**src/rtl/bsched_pkg.sv**
```systemverilog
package bsched_pkg;
  typedef enum logic [1:0] {
    PH_IDLE  = 2'd0,
    PH_ISSUE = 2'd1,
    PH_WAIT  = 2'd2,
    PH_DONE  = 2'd3
  } phase_t;
endpackage

```
**src/rtl/sched_ctrl.sv**
```systemverilog
module sched_ctrl
  import bsched_pkg::*;
#(
  parameter int N     = 4,
  parameter int LEN_W = 8,
  parameter int STG_W = 2
) (
  input  logic             clk,
  input  logic             rst_n,
  input  logic             start,
  input  logic [LEN_W-1:0] stage_len,
  input  logic             issue_ready,
  input  logic [N-1:0]     pe_stage_done,
  output logic             issue_valid,
  output logic [STG_W-1:0] stage_q,
  output logic [LEN_W-1:0] beat_q,
  output logic             stage_tick,
  output logic             busy,
  output logic             done
);
  localparam logic [STG_W-1:0] LAST_STG = STG_W'(N - 1);

  phase_t           ph_q;
  logic [LEN_W-1:0] len_q;
  logic [N-1:0]     seen_q;
  logic [N-1:0]     seen_now;
  logic             all_now, last_beat, hs, adv, idle_like;

  assign issue_valid = (ph_q == PH_ISSUE);
  assign busy        = (ph_q == PH_ISSUE) || (ph_q == PH_WAIT);
  assign done        = (ph_q == PH_DONE);
  assign idle_like   = (ph_q == PH_IDLE) || (ph_q == PH_DONE);
  assign seen_now    = seen_q | pe_stage_done;
  assign all_now     = &seen_now;
  assign last_beat   = (beat_q == len_q - LEN_W'(1));
  assign hs          = issue_valid && issue_ready;
  assign adv         = all_now && ((ph_q == PH_WAIT) || (hs && last_beat));

  always_ff @(posedge clk) begin
    if (!rst_n) begin
      ph_q       <= PH_IDLE;
      len_q      <= LEN_W'(1);
      seen_q     <= '0;
      stage_q    <= '0;
      beat_q     <= '0;
      stage_tick <= 1'b0;
    end else begin
      stage_tick <= adv;
      if (idle_like) begin
        if (start) begin
          ph_q    <= PH_ISSUE;
          len_q   <= (stage_len == '0) ? LEN_W'(1) : stage_len;
          seen_q  <= '0;
          stage_q <= '0;
          beat_q  <= '0;
        end
      end else begin
        seen_q <= seen_now;
        if (hs) begin
          beat_q <= last_beat ? '0 : beat_q + LEN_W'(1);
        end
        if (adv) begin
          seen_q <= '0;
          if (stage_q == LAST_STG) begin
            ph_q <= PH_DONE;
          end else begin
            stage_q <= stage_q + STG_W'(1);
            ph_q    <= PH_ISSUE;
          end
        end else if (hs && last_beat) begin
          ph_q <= PH_WAIT;
        end
      end
    end
  end

  AST_HOLD_ON_STALL: assert property (@(posedge clk) disable iff (!rst_n)
    (issue_valid && !issue_ready) |=> (issue_valid && $stable(beat_q) && $stable(stage_q)));
  AST_BEAT_BOUND: assert property (@(posedge clk) disable iff (!rst_n)
    issue_valid |-> (beat_q < len_q));
  AST_DONE_QUIET: assert property (@(posedge clk) disable iff (!rst_n)
    done |-> (!issue_valid && !busy));
  AST_STAGE_STEP: assert property (@(posedge clk) disable iff (!rst_n)
    (busy && $past(busy)) |-> ((stage_q == $past(stage_q)) || (stage_q == $past(stage_q) + STG_W'(1))));
endmodule

```
**src/rtl/bank_rotor.sv**
```systemverilog
module bank_rotor #(
  parameter int N      = 4,
  parameter int BANK_W = 2
) (
  input  logic [BANK_W-1:0]   stage_q,
  output logic [N*BANK_W-1:0] banks
);
  for (genvar p = 0; p < N; p++) begin : g_pe
    logic [BANK_W:0] sum;
    assign sum = (BANK_W+1)'(p) + {1'b0, stage_q};
    assign banks[p*BANK_W +: BANK_W] =
      (sum >= (BANK_W+1)'(N)) ? BANK_W'(sum - (BANK_W+1)'(N)) : BANK_W'(sum);
  end
endmodule

```
**src/rtl/addr_pack.sv**
```systemverilog
module addr_pack #(
  parameter int N      = 4,
  parameter int LEN_W  = 8,
  parameter int BANK_W = 2,
  parameter int WORD_W = 10
) (
  input  logic [LEN_W-1:0]    beat_q,
  input  logic [N*BANK_W-1:0] banks,
  output logic [N*LEN_W-1:0]  laddr,
  output logic [N*WORD_W-1:0] words
);
  localparam bit POW2 = (N == (1 << BANK_W));

  for (genvar p = 0; p < N; p++) begin : g_pe
    logic [BANK_W-1:0] bk;
    assign bk = banks[p*BANK_W +: BANK_W];
    assign laddr[p*LEN_W +: LEN_W] = beat_q;
    if (POW2) begin : g_shift
      assign words[p*WORD_W +: WORD_W] = {beat_q, bk};
    end else begin : g_mul
      assign words[p*WORD_W +: WORD_W] =
        WORD_W'(beat_q) * WORD_W'(N) + WORD_W'(bk);
    end
  end
endmodule

```
**src/rtl/bank_sched.sv**
```systemverilog
module bank_sched #(
  parameter int N      = 4,
  parameter int LEN_W  = 8,
  localparam int BANK_W = (N > 1) ? $clog2(N) : 1,
  localparam int WORD_W = LEN_W + BANK_W
) (
  input  logic                clk,
  input  logic                rst_n,
  input  logic                start,
  input  logic [LEN_W-1:0]    stage_len,
  input  logic                issue_ready,
  input  logic [N-1:0]        pe_stage_done,
  output logic                issue_valid,
  output logic [N*BANK_W-1:0] pe_bank,
  output logic [N*LEN_W-1:0]  pe_laddr,
  output logic [N*WORD_W-1:0] pe_word,
  output logic [BANK_W-1:0]   stage,
  output logic                stage_tick,
  output logic                busy,
  output logic                done
);
  logic [LEN_W-1:0] beat_q;

  sched_ctrl #(.N(N), .LEN_W(LEN_W), .STG_W(BANK_W)) u_ctrl (
    .clk(clk), .rst_n(rst_n), .start(start), .stage_len(stage_len),
    .issue_ready(issue_ready), .pe_stage_done(pe_stage_done),
    .issue_valid(issue_valid), .stage_q(stage), .beat_q(beat_q),
    .stage_tick(stage_tick), .busy(busy), .done(done)
  );

  bank_rotor #(.N(N), .BANK_W(BANK_W)) u_rot (
    .stage_q(stage), .banks(pe_bank)
  );

  addr_pack #(.N(N), .LEN_W(LEN_W), .BANK_W(BANK_W), .WORD_W(WORD_W)) u_addr (
    .beat_q(beat_q), .banks(pe_bank), .laddr(pe_laddr), .words(pe_word)
  );

  logic [N-1:0] used_mask;
  always_comb begin
    used_mask = '0;
    for (int p = 0; p < N; p++) begin
      used_mask = used_mask | (N'(1) << pe_bank[p*BANK_W +: BANK_W]);
    end
  end

  AST_BANKS_UNIQUE: assert property (@(posedge clk) disable iff (!rst_n)
    issue_valid |-> ($countones(used_mask) == N));
endmodule

```
**config.mk**
```make
export PLATFORM = sky130hd
export DESIGN_NAME = bank_sched
export DESIGN_NICKNAME = d
export VERILOG_FILES = /design/src/rtl/bsched_pkg.sv /design/src/rtl/sched_ctrl.sv /design/src/rtl/bank_rotor.sv /design/src/rtl/addr_pack.sv /design/src/rtl/bank_sched.sv
export SDC_FILE = /design/constraint.sdc
export NUM_CORES = 1
export LEC_CHECK = 0
export ABC_AREA = 1
export BUFFER_PORTS_ARGS = -buffer_cell sky130_fd_sc_hd__buf_4
export CAP_MARGIN = 40
export CORE_MARGIN = 2
export CORE_UTILIZATION = 48
export CTS_CLUSTER_DIAMETER = 100
export CTS_CLUSTER_SIZE = 20
export DETAILED_ROUTE_END_ITERATION = 8
export PLACE_DENSITY = 0.84
export SKIP_CTS_REPAIR_TIMING = 1
export SLEW_MARGIN = 20
export SYNTH_ARGS = -nofsm -noshare
export SYNTH_HDL_FRONTEND = slang
export SYNTH_SLANG_ARGS = --single-unit
```
**constraint.sdc**
```tcl
create_clock -name clk -period 3.1 [get_ports clk]
set_input_delay 0.31 -clock clk [delete_from_list [all_inputs] [get_ports clk]]
set_output_delay 0.31 -clock clk [all_outputs]
set_load 0.1 [all_outputs]
```
# == Word level (Yosys, flattened, before mapping) ==
# Index checks and enable logic that the tools add are counted.
# totals
register_bits,25
inputBits,16
# op_classes
add_sub_neg,10
magnitude_cmp,4
eq_ne,7
muxes,21
n_bitwise,1
reduce_logical,16
# ops
op,n
$mux 8,5
$mux 2,13
$mux 4,3
$ge 3x3->1 const B,3
$add 8x1->8 const B,1
$eq 8x8->1,1
$logic_not 8->1,1
$sub 2x1->2 const B,4
$sub 8x1->8 const B,1
$add 2x2->3 const A,2
$eq 2x2->1 const B,3
$reduce_and 2->1,3
$or 4x4->4,1
$reduce_and 4->1,1
$reduce_bool 2->1,2
$add 1x2->3 const A,1
$ge 2x3->1 const B,1
$logic_and 1x1->1,3
$logic_or 1x1->1,3
$reduce_and 3->1,1
$reduce_bool 3->1,1
$add 2x1->2 const B,1
$eq 2x1->1 const B,1
$logic_not 2->1,1
other kinds (2),2

# == Logic depth before layout (Yosys ltp) ==
# depth
ltp_word,7
mapped_depth,16
depth_no_buf,16

# == By module ==
# A second synthesis with hierarchy kept.
# unflattened
cells_unflattened,303
area_unflattened_um2,2054.5
# by_module_without_submodules
mod,n_inst,cells_per_inst,area_each_um2
sched_ctrl,1,219,1453.9
addr_pack,1,72,540.5
bank_rotor,1,12,60.1

# == Worst setup path before layout ==
# No wires, ideal clock.
# synth_path
path_type,reg-to-output
start,register u_ctrl.stage_q[0]
end,output pe_word[31]
arrival_time_ns,3.045
t_required_ns,2.790
setup_slack_ns,-0.255
stages_incl_launch_ff,4
n_path_buf,1
cell_sequence,dfxtp_1 ha_1 inv_1 buf_4
# synth_between
elab_chain_len,3
elab_cells_between_ends,4
cone_classes,add/sub (2); order compare (1); mux (1)
# synth_rtl
item,line,rtl
"start, declared",sched_ctrl.sv:15,"output logic [STG_W-1:0] stage_q,"
"start signal, assigned",sched_ctrl.sv:67,stage_q <= stage_q + STG_W'(1);
$add 2x2->3 *,bank_rotor.sv:10,"assign sum = (BANK_W+1)'(p) + {1'b0, stage_q};"
$ge 3x3->1 or $sub 2x1->2 (tied branches),bank_rotor.sv:12,(sum >= (BANK_W+1)'(N)) ? BANK_W'(sum - (BANK_W+1)'(N)) : BANK_W'(sum);
$mux 2 *,bank_rotor.sv:12,
"end, declared",bank_sched.sv:16,"output logic [N*WORD_W-1:0] pe_word,"
# Mark *: on every way between the ends. The rest lies on a longest branch, timed or not.

# == Worst setup path after layout ==
# layout_path
start,register u_ctrl.ph_q[0]
end,register u_ctrl.beat_q[5]
# layout_between
elab_chain_len,4
elab_cells_between_ends,9
cone_classes,eq/ne (3); mux (1); reduce/logical (5)
# layout_rtl
item,line,rtl
"start, declared",sched_ctrl.sv:23,phase_t ph_q;
"start signal, assigned",sched_ctrl.sv:41,ph_q <= PH_IDLE;
"start signal, assigned",sched_ctrl.sv:51,ph_q <= PH_ISSUE;
"start signal, assigned",sched_ctrl.sv:65,ph_q <= PH_DONE;
$eq 2x2->1 (tied with other cells),sched_ctrl.sv:32,assign idle_like = (ph_q == PH_IDLE) || (ph_q == PH_DONE);
$logic_or 1x1->1 or $logic_and 1x1->1 (tied branches),"sched_ctrl.sv:32, sched_ctrl.sv:36",
$ne 2x2->1 (no source line) or $reduce_bool 2->1 (tied branches),-,
$reduce_and 2->1 (no source line),-,
"end signal, assigned",sched_ctrl.sv:60,beat_q <= last_beat ? '0 : beat_q + LEN_W'(1);
"end, declared",sched_ctrl.sv:16,"output logic [LEN_W-1:0] beat_q,"
# Parallel ways exist; a longest one is shown, timed or not.
# A chain may end at the register's enable or synchronous reset.

==> flow_summary.json <==
{
  "ys_types": 28,
  "diodes": 0,
  "fillCellCount": 378,
  "drt_wl_total_um": 4050,
  "core-area_um2": 4000,
  "hold_ws_ns": 0.318,
  "root_buffer": "clkbuf_8",
  "synthCells": 288,
  "cp.arrival_ns": 2.26,
  "slowest_delay_ns": 0.44,
  "cp-start-kind": "register",
  "cts_tree": "yes",
  "drive_gt1_share_pct": 40.2,
  "rows": 23,
  "hp-class": "in2reg",
  "ys_top_cells_by_area": "buf_4 26%, dfxtp_1 25%, nand2_1 11%",
  "die_area_um2": 4680,
  "critPathRequiredTime_ns": 3.30,
  "cp_slowest_cell": "nor2_1",
  "post-route-period-util_pct": 66.4,
  "synth-seq-area-share_pct": 25.2,
  "irDropWorstVdd_mv": 1.18,
  "clock_sinks": 25,
  "grt_pass1_wl_um": 6240,
  "relSlewSlack_pct": 65.3,
  "yosys.area.top_type_share_pct": 25.7,
  "fin_cells": 373,
  "dp_cells": 369,
  "finClkSkew_ns": 0.00131,
  "insertion_delay_ns": 0.27,
  "drt_iter0_drc": 27,
  "io-pin-count": 102,
  "slew_violations": 0,
  "place_ws_ns": 1.07,
  "vias": 1761,
  "setup_ws_ns": 1.04,
  "grt_pass1_vias": 1505,
  "cts_buffers": 3,
  "ant_nets": 0,
  "hold_viol": 0,
  "gp_congestion": 0.803,
  "totalNegativeSetupSlack_ns": 0,
  "fin_area_um2": 2340,
  "dpl.hpwl_um": 3270,
  "cp-end-kind": "register",
  "critPathMaxFanout": 16,
  "die_w_um": 68.4,
  "synth_area_um2": 1990,
  "fmax_mhz": 485,
  "nNetsFinal": 346,
  "rsz0062_at_grt": "false",
  "start_util_pct": 49.7,
  "drv_cap": 0,
  "placed_cell_area_um2": 2300,
  "via_per_inst": 4.72,
  "syn_avg_cell_area_um2": 6.91,
  "worst_pin_slew_ns": 0.518,
  "path_clk_slew_ns": 0.08,
  "area_growth_pct": 17.7,
  "fin_crit_ns": 2.06,
  "setup_viol": 0,
  "final-seq-area_um2": 502,
  "synth.largest_area_cell": "buf_4",
  "status": "complete, no violations",
  "grt_max_degree": 17,
  "die_h_um": 68.4,
  "antenna_found_initial": 0,
  "grt.total_usage_pct": 17.1,
  "crit_type": "reg2reg",
  "yosysWarnings": 0,
  "drc": 0,
  "p_leak_nw": 1.21,
  "h-tree-depth": 1,
  "wl_per_cell_um": 10.9,
  "crit_chain": "inv_1 > ha_1 > nand2_1 > inv_1 > nor2_1 > nand2_1 > a211oi_2",
  "gr-total-overflow": 0,
  "fin_util_pct": 58.5,
  "power_mw": 2.37,
  "multiInputGateArea_um2": 842,
  "clockBufferDepth": 2,
  "io_buffers": 101,
  "power_density_nw_per_um2": 1010,
  "drtPass1Iterations": 4,
  "synth_seq_cells": 25,
  "syn_nets": 310
}
-- power by group --
| group | total [mW] | internal, mW | switching [mW] |
|---|---|---|---|
| registers | 0.466 | 0.395 | 0.0701 |
| logic | 1.71 | 0.367 | 1.34 |
| clock network | 0.193 | 0.0920 | 0.101 |
-- synth_stat cells, drive strengths merged --
cell type,instances
buf,68
nand2,65
inv,34
dfxtp,25
nor2,24
a21oi,18
nand3,13
o21ai,12
ha,6
a211oi,5
xor2,5
clkbuf,2
nand4,2
nor3,2
o211ai,2
xnor2,2
a21boi,1
clkinv,1
nor4,1
-- final timing paths --
kind,start,end,slack [ns],cells after the start
setup / recovery,u_ctrl.ph_q[0]$_SDFFE_PN0P_,u_ctrl.beat_q[5]$_SDFFE_PN0P_,1.04,7
hold reg to reg,u_ctrl.seen_q[2]$_SDFFE_PN0P_,u_ctrl.seen_q[2]$_SDFFE_PN0P_,0.48,2
setup reg to reg,u_ctrl.ph_q[0]$_SDFFE_PN0P_,u_ctrl.beat_q[5]$_SDFFE_PN0P_,1.04,7
hold / removal,stage_len[0],u_ctrl.len_q[0]$_SDFFE_PN1P_,0.32,3
-- sequential cells by signal, summed over array words and instances (netlist names) --
signal             cells
u_ctrl.seen_q          4
u_ctrl.stage_q         2
u_ctrl.len_q           8
u_ctrl.stage_tick      1
u_ctrl.beat_q          8
u_ctrl.ph_q            2
-- cell usage in the layout (no fill, tap or decap), drive strengths merged --
| master | synthesis | routed |
|---|---|---|
| o211ai | 2 | 2 |
| o21ai | 12 | 12 |
| buf | 68 | 101 |
| a211oi | 5 | 5 |
| nand4 | 2 | 2 |
| nor4 | 1 | 1 |
| nor2 | 24 | 24 |
| nor3 | 2 | 2 |
| inv | 34 | 34 |
| clkinv | 1 | 1 |
| xnor2 | 2 | 2 |
| clkbuf | 2 | 4 |
| a21boi | 1 | 1 |
| dfxtp | 25 | 25 |
| xor2 | 5 | 5 |
| a21oi | 18 | 18 |
| nand3 | 13 | 13 |
| ha | 6 | 6 |
| nand2 | 65 | 65 |
-- layer usage --
metal | GRT usage, % | share of wire (%)
met5 | 0 | 0
met4 | 5.75 | 1.5
met3 | 1.48 | 6.7
met2 | 31.7 | 52
met1 | 20.3 | 40
-- logic make-up after synthesis --
kind of cell               count (synthesis)  synth area share, %
DFF                                       25                 25.2
adders and majority gates                  6                 3.77
AOI/OAI and AO/OA                         38                 11.2
xor gates and xnor gates                   7                 3.08
buffers and inverters                    105                 32.6
and+or+nand+nor                          107                 24.2
-- area by class of cell --
type	count	share of cell area, %
multi-input combinational	158	36.0
timing repair buffer	101	32.4
sequential	25	21.4
inverter	35	5.61
tap	50	2.67
clock buffer	4	1.92
-- worst max-delay path: cells and delay by family, from the launching register on --
family,cells,cell delay (ns)
AO/OA/AOI/OAI,1,0.22
AND/OR/NAND/NOR,3,0.89
adder cells (fa/ha/maj),1,0.32
buffers and inverters,2,0.18
flip-flops,1,0.38
No activity file was read; power rests on OpenSTA's default activity.
